## config.mk

```make
export PLATFORM = sky130hd
export DESIGN_NAME = pmto_turnoff
export DESIGN_NICKNAME = d
export VERILOG_FILES = /design/src/rtl/pmto_pkg.sv /design/src/rtl/pmto_lane.sv /design/src/rtl/pmto_ctrl.sv /design/src/rtl/pmto_sys_filter.sv /design/src/rtl/pmto_turnoff.sv
export SDC_FILE = /design/constraint.sdc
export NUM_CORES = 1
export LEC_CHECK = 0
export BUFFER_PORTS_ARGS = -buffer_cell sky130_fd_sc_hd__buf_2
export CORE_MARGIN = 3
export CORE_UTILIZATION = 40
export DETAILED_ROUTE_END_ITERATION = 10
export PLACE_DENSITY = 0.68
export SLEW_MARGIN = 20
export SYNTH_ARGS = -nofsm -noshare
export SYNTH_HDL_FRONTEND = slang
export SYNTH_SLANG_ARGS = --single-unit
```

## constraint.sdc

```tcl
create_clock -name clk -period 1.6 [get_ports clk]
set_input_delay 0.08 -clock clk [delete_from_list [all_inputs] [get_ports clk]]
set_output_delay 0.08 -clock clk [all_outputs]
set_load 0.03 [all_outputs]
```

## src/rtl/pmto_pkg.sv

```systemverilog
// Shared types for the turn-off broadcaster.
// Assumes link state arrives as a 2-bit code per port.
package pmto_pkg;

    typedef enum logic [1:0] {
        LS_L0    = 2'b00,
        LS_L1    = 2'b01,
        LS_L2    = 2'b10,
        LS_TRAIN = 2'b11
    } link_st_t;

endpackage

```

## src/rtl/pmto_lane.sv

```systemverilog
// One link port lane. It keeps the per-port sent and acknowledged records
// and derives the request and the qualified grant and acknowledge events.
// Assumes clr pulses for one cycle when a new send is accepted.
module pmto_lane
    import pmto_pkg::*;
(
    input  logic       clk,
    input  logic       rst_n,
    input  logic       clr,
    input  logic       active,
    input  logic       target,
    input  logic [1:0] link_st,
    input  logic       gnt,
    input  logic       ack,
    output logic       req,
    output logic       grant_hit,
    output logic       ack_hit,
    output logic       sent,
    output logic       acked,
    output logic       in_l2
);

    logic in_l0;

    // Decode the link state of this port
    always_comb begin
        in_l0 = (link_st == LS_L0);
        in_l2 = (link_st == LS_L2);
    end

    // Request while the round is active, this port is a target, not yet sent, and the link is up
    always_comb begin
        req       = active && target && !sent && in_l0;
        grant_hit = req && gnt;
        ack_hit   = ack && target && sent;
    end

    // Sent record: cleared by a new round, set by a grant
    always_ff @(posedge clk) begin
        if (!rst_n)         sent <= 1'b0;
        else if (clr)       sent <= 1'b0;
        else if (grant_hit) sent <= 1'b1;
    end

    // Acknowledged record: cleared by a new round, set by a qualified acknowledge
    always_ff @(posedge clk) begin
        if (!rst_n)       acked <= 1'b0;
        else if (clr)     acked <= 1'b0;
        else if (ack_hit) acked <= 1'b1;
    end

endmodule

```

## src/rtl/pmto_ctrl.sv

```systemverilog
// Round controller. It owns the send bit, the acknowledge bit, the target
// snapshot and the surprise link-down error log.
// Assumes the lane vectors are indexed by port number.
module pmto_ctrl #(
    parameter int NUM_LINK = 4
) (
    input  logic                clk,
    input  logic                rst_n,
    input  logic                wr_en,
    input  logic                wr_send,
    input  logic                wr_ackclr,
    input  logic [NUM_LINK-1:0] link_en,
    input  logic [NUM_LINK-1:0] l2_vec,
    input  logic [NUM_LINK-1:0] sent_vec,
    input  logic [NUM_LINK-1:0] acked_vec,
    input  logic [NUM_LINK-1:0] grant_hit_vec,
    input  logic [NUM_LINK-1:0] ack_hit_vec,
    output logic                accept,
    output logic                send_bit,
    output logic                ack_bit,
    output logic [NUM_LINK-1:0] target,
    output logic                err_pulse,
    output logic [NUM_LINK-1:0] err_ports
);

    logic                collecting;
    logic                all_sent;
    logic                all_acked;
    logic [NUM_LINK-1:0] sent_nx;
    logic [NUM_LINK-1:0] acked_nx;
    logic [NUM_LINK-1:0] down_now;

    // Accept a new send only when none is pending; work out the completion conditions
    always_comb begin
        accept    = wr_en && wr_send && !send_bit;
        sent_nx   = sent_vec | grant_hit_vec;
        acked_nx  = acked_vec | ack_hit_vec;
        all_sent  = ((sent_nx & target) == target);
        all_acked = ((acked_nx & target) == target);
        down_now  = link_en & l2_vec;
    end

    // Target snapshot taken at acceptance
    always_ff @(posedge clk) begin
        if (!rst_n)      target <= '0;
        else if (accept) target <= link_en;
    end

    // Send bit: set by software, cleared by hardware once every target is granted
    always_ff @(posedge clk) begin
        if (!rst_n)                    send_bit <= 1'b0;
        else if (accept)               send_bit <= 1'b1;
        else if (send_bit && all_sent) send_bit <= 1'b0;
    end

    // Collection window: open from acceptance until every target has acknowledged
    always_ff @(posedge clk) begin
        if (!rst_n)                         collecting <= 1'b0;
        else if (accept)                    collecting <= 1'b1;
        else if (collecting && all_acked)   collecting <= 1'b0;
    end

    // Acknowledge bit: set on completion, cleared by write-1; the set wins
    always_ff @(posedge clk) begin
        if (!rst_n)                                   ack_bit <= 1'b0;
        else if (collecting && all_acked && !accept)  ack_bit <= 1'b1;
        else if (wr_en && wr_ackclr)                  ack_bit <= 1'b0;
    end

    // Error log: one pulse per accepted send that finds a target link in L2
    always_ff @(posedge clk) begin
        if (!rst_n) begin
            err_pulse <= 1'b0;
            err_ports <= '0;
        end else begin
            err_pulse <= accept && (|down_now);
            err_ports <= accept ? down_now : '0;
        end
    end

endmodule

```

## src/rtl/pmto_sys_filter.sv

```systemverilog
// System-interface port filter. An acknowledge on that port is never
// legitimate, so each one is turned into a registered master-abort pulse.
// Assumes the acknowledge is a level sampled once per cycle.
module pmto_sys_filter (
    input  logic clk,
    input  logic rst_n,
    input  logic sys_ack,
    output logic abort
);

    // Register the abort report
    always_ff @(posedge clk) begin
        if (!rst_n) abort <= 1'b0;
        else        abort <= sys_ack;
    end

endmodule

```

## src/rtl/pmto_turnoff.sv

```systemverilog
// Top of the turn-off broadcaster. It instantiates one lane per link port,
// the round controller and the system-port filter.
// Assumes the system-interface port has index NUM_LINK in ack_in.
module pmto_turnoff #(
    parameter int NUM_LINK = 4,
    localparam int NUM_PORTS = NUM_LINK + 1,
    localparam int ST_W      = 2 * NUM_LINK
) (
    input  logic                 clk,
    input  logic                 rst_n,
    input  logic                 reg_wr_en,
    input  logic                 reg_wr_send,
    input  logic                 reg_wr_ack_clr,
    output logic                 send_pending,
    output logic                 ack_all,
    input  logic [NUM_LINK-1:0]  link_enable,
    input  logic [ST_W-1:0]      link_state,
    output logic [NUM_LINK-1:0]  msg_req,
    input  logic [NUM_LINK-1:0]  msg_grant,
    input  logic [NUM_PORTS-1:0] ack_in,
    output logic                 sys_ack_abort,
    output logic                 err_surprise_down,
    output logic [NUM_LINK-1:0]  err_down_ports
);

    logic                accept;
    logic [NUM_LINK-1:0] target;
    logic [NUM_LINK-1:0] sent_vec;
    logic [NUM_LINK-1:0] acked_vec;
    logic [NUM_LINK-1:0] grant_hit_vec;
    logic [NUM_LINK-1:0] ack_hit_vec;
    logic [NUM_LINK-1:0] l2_vec;

    pmto_ctrl #(.NUM_LINK(NUM_LINK)) u_ctrl (
        .clk           (clk),
        .rst_n         (rst_n),
        .wr_en         (reg_wr_en),
        .wr_send       (reg_wr_send),
        .wr_ackclr     (reg_wr_ack_clr),
        .link_en       (link_enable),
        .l2_vec        (l2_vec),
        .sent_vec      (sent_vec),
        .acked_vec     (acked_vec),
        .grant_hit_vec (grant_hit_vec),
        .ack_hit_vec   (ack_hit_vec),
        .accept        (accept),
        .send_bit      (send_pending),
        .ack_bit       (ack_all),
        .target        (target),
        .err_pulse     (err_surprise_down),
        .err_ports     (err_down_ports)
    );

    for (genvar gi = 0; gi < NUM_LINK; gi++) begin : g_lane
        pmto_lane u_lane (
            .clk       (clk),
            .rst_n     (rst_n),
            .clr       (accept),
            .active    (send_pending),
            .target    (target[gi]),
            .link_st   (link_state[2*gi +: 2]),
            .gnt       (msg_grant[gi]),
            .ack       (ack_in[gi]),
            .req       (msg_req[gi]),
            .grant_hit (grant_hit_vec[gi]),
            .ack_hit   (ack_hit_vec[gi]),
            .sent      (sent_vec[gi]),
            .acked     (acked_vec[gi]),
            .in_l2     (l2_vec[gi])
        );
    end

    pmto_sys_filter u_sys (
        .clk     (clk),
        .rst_n   (rst_n),
        .sys_ack (ack_in[NUM_LINK]),
        .abort   (sys_ack_abort)
    );

endmodule

```

## After elaboration in Yosys (flattened, before gate mapping)

Cells that the tools add are included.

| operators by class | value |
|---|---|
| muxes and demuxes | 6 |
| eq/ne operators | 6 |
| bitwise gates (word level) | 6 |
| reductions and logical operators | 47 |

Operators by type and width:

| cell | number |
|---|---|
| logical AND 1 bit | 31 |
| bitwise AND 4 bit | 3 |
| equality test 2 bit, second input constant | 4 |
| equality test 4 bit | 2 |
| logical NOT 2 bit | 4 |
| OR 4 bit | 2 |
| logical NOT 1 bit | 6 |
| two-way mux 1 bit | 6 |
| nonzero test 2 bit | 3 |
| OR reduction 4 bit | 1 |
| AND reduction 2 bit | 1 |
| OR reduction 2 bit | 1 |
| NOT 1 bit | 1 |

| storage, ports and cells | value |
|---|---|
| word-level logic and storage cells | 80 |
| input port bits | 26 |
| flip-flop bits (word level) | 21 |

## Depth between registers and ports, before layout

| depth | value |
|---|---|
| word-level depth | 10 |
| gate-level depth with buffers | 5 |
| gate-level depth less buffers | 4 |

## By module

A second synthesis with hierarchy kept.

| second synthesis, totals | value |
|---|---|
| cell total of the unflattened synthesis | 104 |
| area, all modules | 1026.0 µm² |

Modules (own cells, without submodules):

| module | area an instance (µm²) | seq. area each (µm²) | instances | cells each |
|---|---|---|---|---|
| pmto_lane | 130.1 | 40.0 | 4 | 12 |
| pmto_ctrl | 479.2 | 240.2 | 1 | 54 |
| pmto_sys_filter | 26.3 | 20.0 | 1 | 2 |

## Least setup slack after synthesis

No wires, ideal clock.

| timing | value |
|---|---|
| path kind | register to register |
| from | register u_ctrl.send_bit |
| to | register u_ctrl.send_bit |
| required time | 1.477 ns |
| setup time | 0.123 ns |
| period minus slack after synthesis | 1.337 ns |
| arrival time | 1.213 ns |
| cell stages (with the launch flop) | 6 |
| slack | 0.263 ns |
| path through | dfxtp_1 -> buf_6 -> and4bb_1 -> nor3b_1 -> nor4_1 -> o21ai_1 |

| between the ends | value |
|---|---|
| longest elaborated chain between the ends | 9 |
| elaborated cells between the ends (all ways) | 24 |
| classes of those cells | eq/ne: 1; mux: 1; bitwise: 2; reduce/logical: 20 |

RTL lines:

| element | line | RTL |
|---|---|---|
| from (decl) | pmto_ctrl.sv:19 | `output logic send_bit,` |
| from (signal assigned) | pmto_ctrl.sv:51 | `if (!rst_n) send_bit <= 1'b0;` |
| from (signal assigned) | pmto_ctrl.sv:52 | `else if (accept) send_bit <= 1'b1;` |
| from (signal assigned) | pmto_ctrl.sv:53 | `else if (send_bit && all_sent) send_bit <= 1'b0;` |
| logical AND 1 bit (3 in series) | pmto_lane.sv:33 | `req = active && target && !sent && in_l0;` |
| logical AND 1 bit | pmto_lane.sv:34 | `grant_hit = req && gnt;` |
| OR 4 bit | pmto_ctrl.sv:36 | `sent_nx = sent_vec \| grant_hit_vec;` |
| bitwise AND 4 bit | pmto_ctrl.sv:38 | `all_sent = ((sent_nx & target) == target);` |
| equality test 4 bit | pmto_ctrl.sv:38 |  |
| logical AND 1 bit | pmto_ctrl.sv:53 |  |
| nonzero test 2 bit (no source line) | -- |  |

Parallel ways exist; a longest one is shown, timed or not.
A chain may end at the register's enable or synchronous reset.

## Final worst setup path

| timing | value |
|---|---|
| from | register u_ctrl.send_bit |
| to | output port msg_req[0] |

| between the ends | value |
|---|---|
| longest elaborated chain between the ends | 3 |

RTL lines:

| element | line | RTL |
|---|---|---|
| logical AND 1 bit (3 in series) | pmto_lane.sv:33 |  |
| to (decl) | pmto_turnoff.sv:18 | `output logic [NUM_LINK-1:0] msg_req,` |

Every way passes these cells.

==> metrics.md <==
| Metric | Value |
|---|---|
| H-Tree Depth | 1 |
| Worst path buffer plus inverter count | 1 |
| Post-synth EDFFs | 0 |
| Initial antenna violation count | 0 |
| Synth Flop Type | dfxtp_1 |
| Synth top area cells | dfxtp_1 44%, nand2_1 7.5%, a21boi_0 4.8%, nor2_1 4.8%, nor4_1 3.3% |
| RSZ-0062 raised after global routing | no |
| Post-synthesis cell area | 946 sq um |
| Final hold violation count | 0 |
| Share of the synthesized area in the top cell type | 44.4% |
| Hold crit path type | input port to flop |
| WL final | 2160 microns |
| I/O Pins | 38 |
| Share of cells above drive strength 1 | 31.9% |
| First-pass GRT wire length | roughly 3400 microns |
| Post-synthesis instance total | 108 |
| Drt drc | 0 |
| Crit path required time | 1.52 ns |
| Syn_area_per_cell | 8.76 sq um |
| Root buf cell | clkbuf_4 |
| Clock Path Buffers | 2 |
| Vias | approximately 890 |
| Antenna Cells | 0 |
| Initial core utilization | 45.0% |
| Die ar. | just under 3000 sq um |
| Setup TNS | 0 ns |
| Total GRT Usage | 15.6% |
| Power after layout | 0.920 mW |
| Leading area contributor after synthesis | dfxtp_1 |
| Max-Cap Viols | 0 |
| Area added between synthesis and finish | 22.4% |
| Run status | finished clean |
| Setup WS pre-CTS | ~0.21 ns |
| Slowest stage delay, CP | 0.48 ns |
| WHS | around 0.025 ns |
| Worst-margin pin slew | 0.313 ns |
| Rows | 16 |
| Register-to-Register Path Depth | 4 |
| WL per Instance | 12.6 microns |
| Final setup violation count | 0 |
| Period Utilization, post-route | 86.2% |
| Syn Nets | 134 |
| Static Leakage | 0.491 nW |
| Worst hold path stage count | 3 |
| Relative slew margins | 79.1% |
| Power per cell area | 795 nW/um^2 |
| CTS tree | done |
| Largest net degree at the start of global routing | 14 |
| Critical path fanouts, max | 13 |
| Final worst slack | around 0.22 ns |
| Clock Skew | 0.00862 ns |
| Clock insertion delay at the later pin of the skew report | 0.30 ns |
| Cell family with most CP delay | flip-flops |
| Die X-Extent | 54.6 microns |
| Congestion Overflow GR | 0 |
| Core area | roughly 2100 sq um |
| Critical path type | flop to output port |
| Yosys cell types | 29 |
| Max Fclk | 725 MHz |
| Input/output buffers | 37 |
| DR pass1 iterations | 4 |
| Critical Path AT | 1.30 ns |
| Crit start category | flop |
| Post-DP HPWL | 1660 microns |
| Vias/cell | 5.18 |
| Starting DRT DRC Count | 19 |
| GP Congestion | 0.750 |
| Seq cells post-synth | 21 |
| CP endpoint kind | output port |
| Vias in the first global route | 815 |
| Critical R2R Launch | u_ctrl.send_bit$_SDFFE_PN0P_ |
| CP Depth | 3 |
| Critical path cell sequence | nand2_1 > nor4_1 > buf_2 |
| Critical Path Source | u_ctrl.send_bit$_SDFFE_PN0P_ |
| Die Ht | 54.6 microns |
| Register area share after synthesis | 44.4% |
| Clock transition at path regs | 0.12 ns |
| CP max stage cell | dfxtp_2 |
| Final slew viol count | 0 |
| Postcts setup bufs | 0 |
| Asr flop ratio synth | 0% |
| Post-DRT Antenna Nets | 0 |
| Yosys warns | 0 |
| Hold path start | msg_grant[1] |
| Net count reported at finish | 171 |
| CTS sink cnt | 21 |
| Num CTS Buffers | 3 |
| Peak supply drop | about 470 uV |
| Min Tclk post-route | 1.38 ns |
[path summary, 6_finish.rpt]
| kind | to | slack, ns |
|---|---|---|
| worst min-delay path | g_lane[1].u_lane.sent$_SDFFE_PP0P_ | 0.02 |
| worst max register to register | u_ctrl.send_bit$_SDFFE_PN0P_ | 0.33 |
| worst min register to register | g_lane[1].u_lane.acked$_SDFFE_PP0P_ | 0.46 |
| worst max-delay path | msg_req[0] | 0.22 |
[Yosys cell counts, types with 2 or more instances]
cell,n
nand2_1,19
dfxtp_1,21
a21oi_1,4
inv_1,2
buf_4,4
nand3b_1,4
a32o_1,2
nand3_1,2
a31oi_1,2
nor4_1,5
nor2b_1,2
nor2_1,12
nor3_1,3
a21boi_0,6
nor3b_1,3
a41oi_1,3
nor4bb_1,2
[area by class of cell]
cell class | count | area (sq um)
Multi-Input combinational cell | 78 | 469
Tap cell | 27 | 33.8
Fill cell | 209 | 945
Timing Repair Buffer | 38 | 195
Sequential cell | 21 | 422
Clock buffer | 4 | 26.3
Inverter | 3 | 11.3
[kinds of logic after synthesis]
kind of cell	synth area share, %
buffers and inverters	5.95
AOI/OAI and AO/OA	14.9
DFF	44.4
and+or+nand+nor	34.7
[worst reg2reg max path, cell delays in order, from the launching register on]
cell and delay (ns):
dfxtp_2 0.48, nor4bb_1 0.25, nor3b_1 0.09, nor4_1 0.26
o21ai_1 0.10
[per-layer routing]
layer / wire length [microns] / up-vias / track usage, %
met3: 191 / 2 / 2.72
met1: 1010 / 393 / 19.6
met2: 946 / 39 / 26.0
li1: - / 452 / -
met4: 13 / 0 / 6.22
met5: 0 / - / 0
[timing repair]
item | 4_1_cts | 5_1_grt
endpoints found under the setup margin | 0 | 3
hold endpoints to repair | 1 | 0
hold buffers | 1 | 0
gates resized for setup | 0 | 1
[report_power, final]
group          switching [mW]  internal [mW]
registers              0.0129          0.535
clock network           0.155         0.0970
logic                  0.0653         0.0548
[sequential cells by signal (all words and copies together), names as in the netlist]
| register | count |
|---|---|
| u_ctrl.err_ports | 4 |
| u_sys.abort | 1 |
| u_ctrl.err_pulse | 1 |
| u_ctrl.collecting | 1 |
| g_lane.u_lane.sent | 4 |
| u_ctrl.ack_bit | 1 |
| g_lane.u_lane.acked | 4 |
| u_ctrl.target | 4 |
| u_ctrl.send_bit | 1 |
[per-stage QoR]
stage / util [%] / instances / cell area [sq um]
3_3_place_gp: 53.3 / 166 / 1120
2_1_floorplan: - / 108 / 946
3_5_place_dp: 53.3 / 166 / 1120
4_1_cts: 55.0 / 171 / 1160
5_1_grt: 55.1 / 171 / 1160
6_report: 55.1 / 171 / 1160
[cells in the final DEF, fill, tap and decap left out, drive strengths merged, types with 3 or more instances in the layout]
cell type  synthesis  layout
nor3               3       3
a41oi              3       3
nor3b              4       4
a21oi              4       4
clkbuf             1       4
inv                3       3
nand2             20      20
nor2              12      12
buf                5      37
a21boi             6       6
dfxtp             21      21
nor4               5       5
nand3b             5       5
Note: power is estimated with default switching activity, not from simulation.
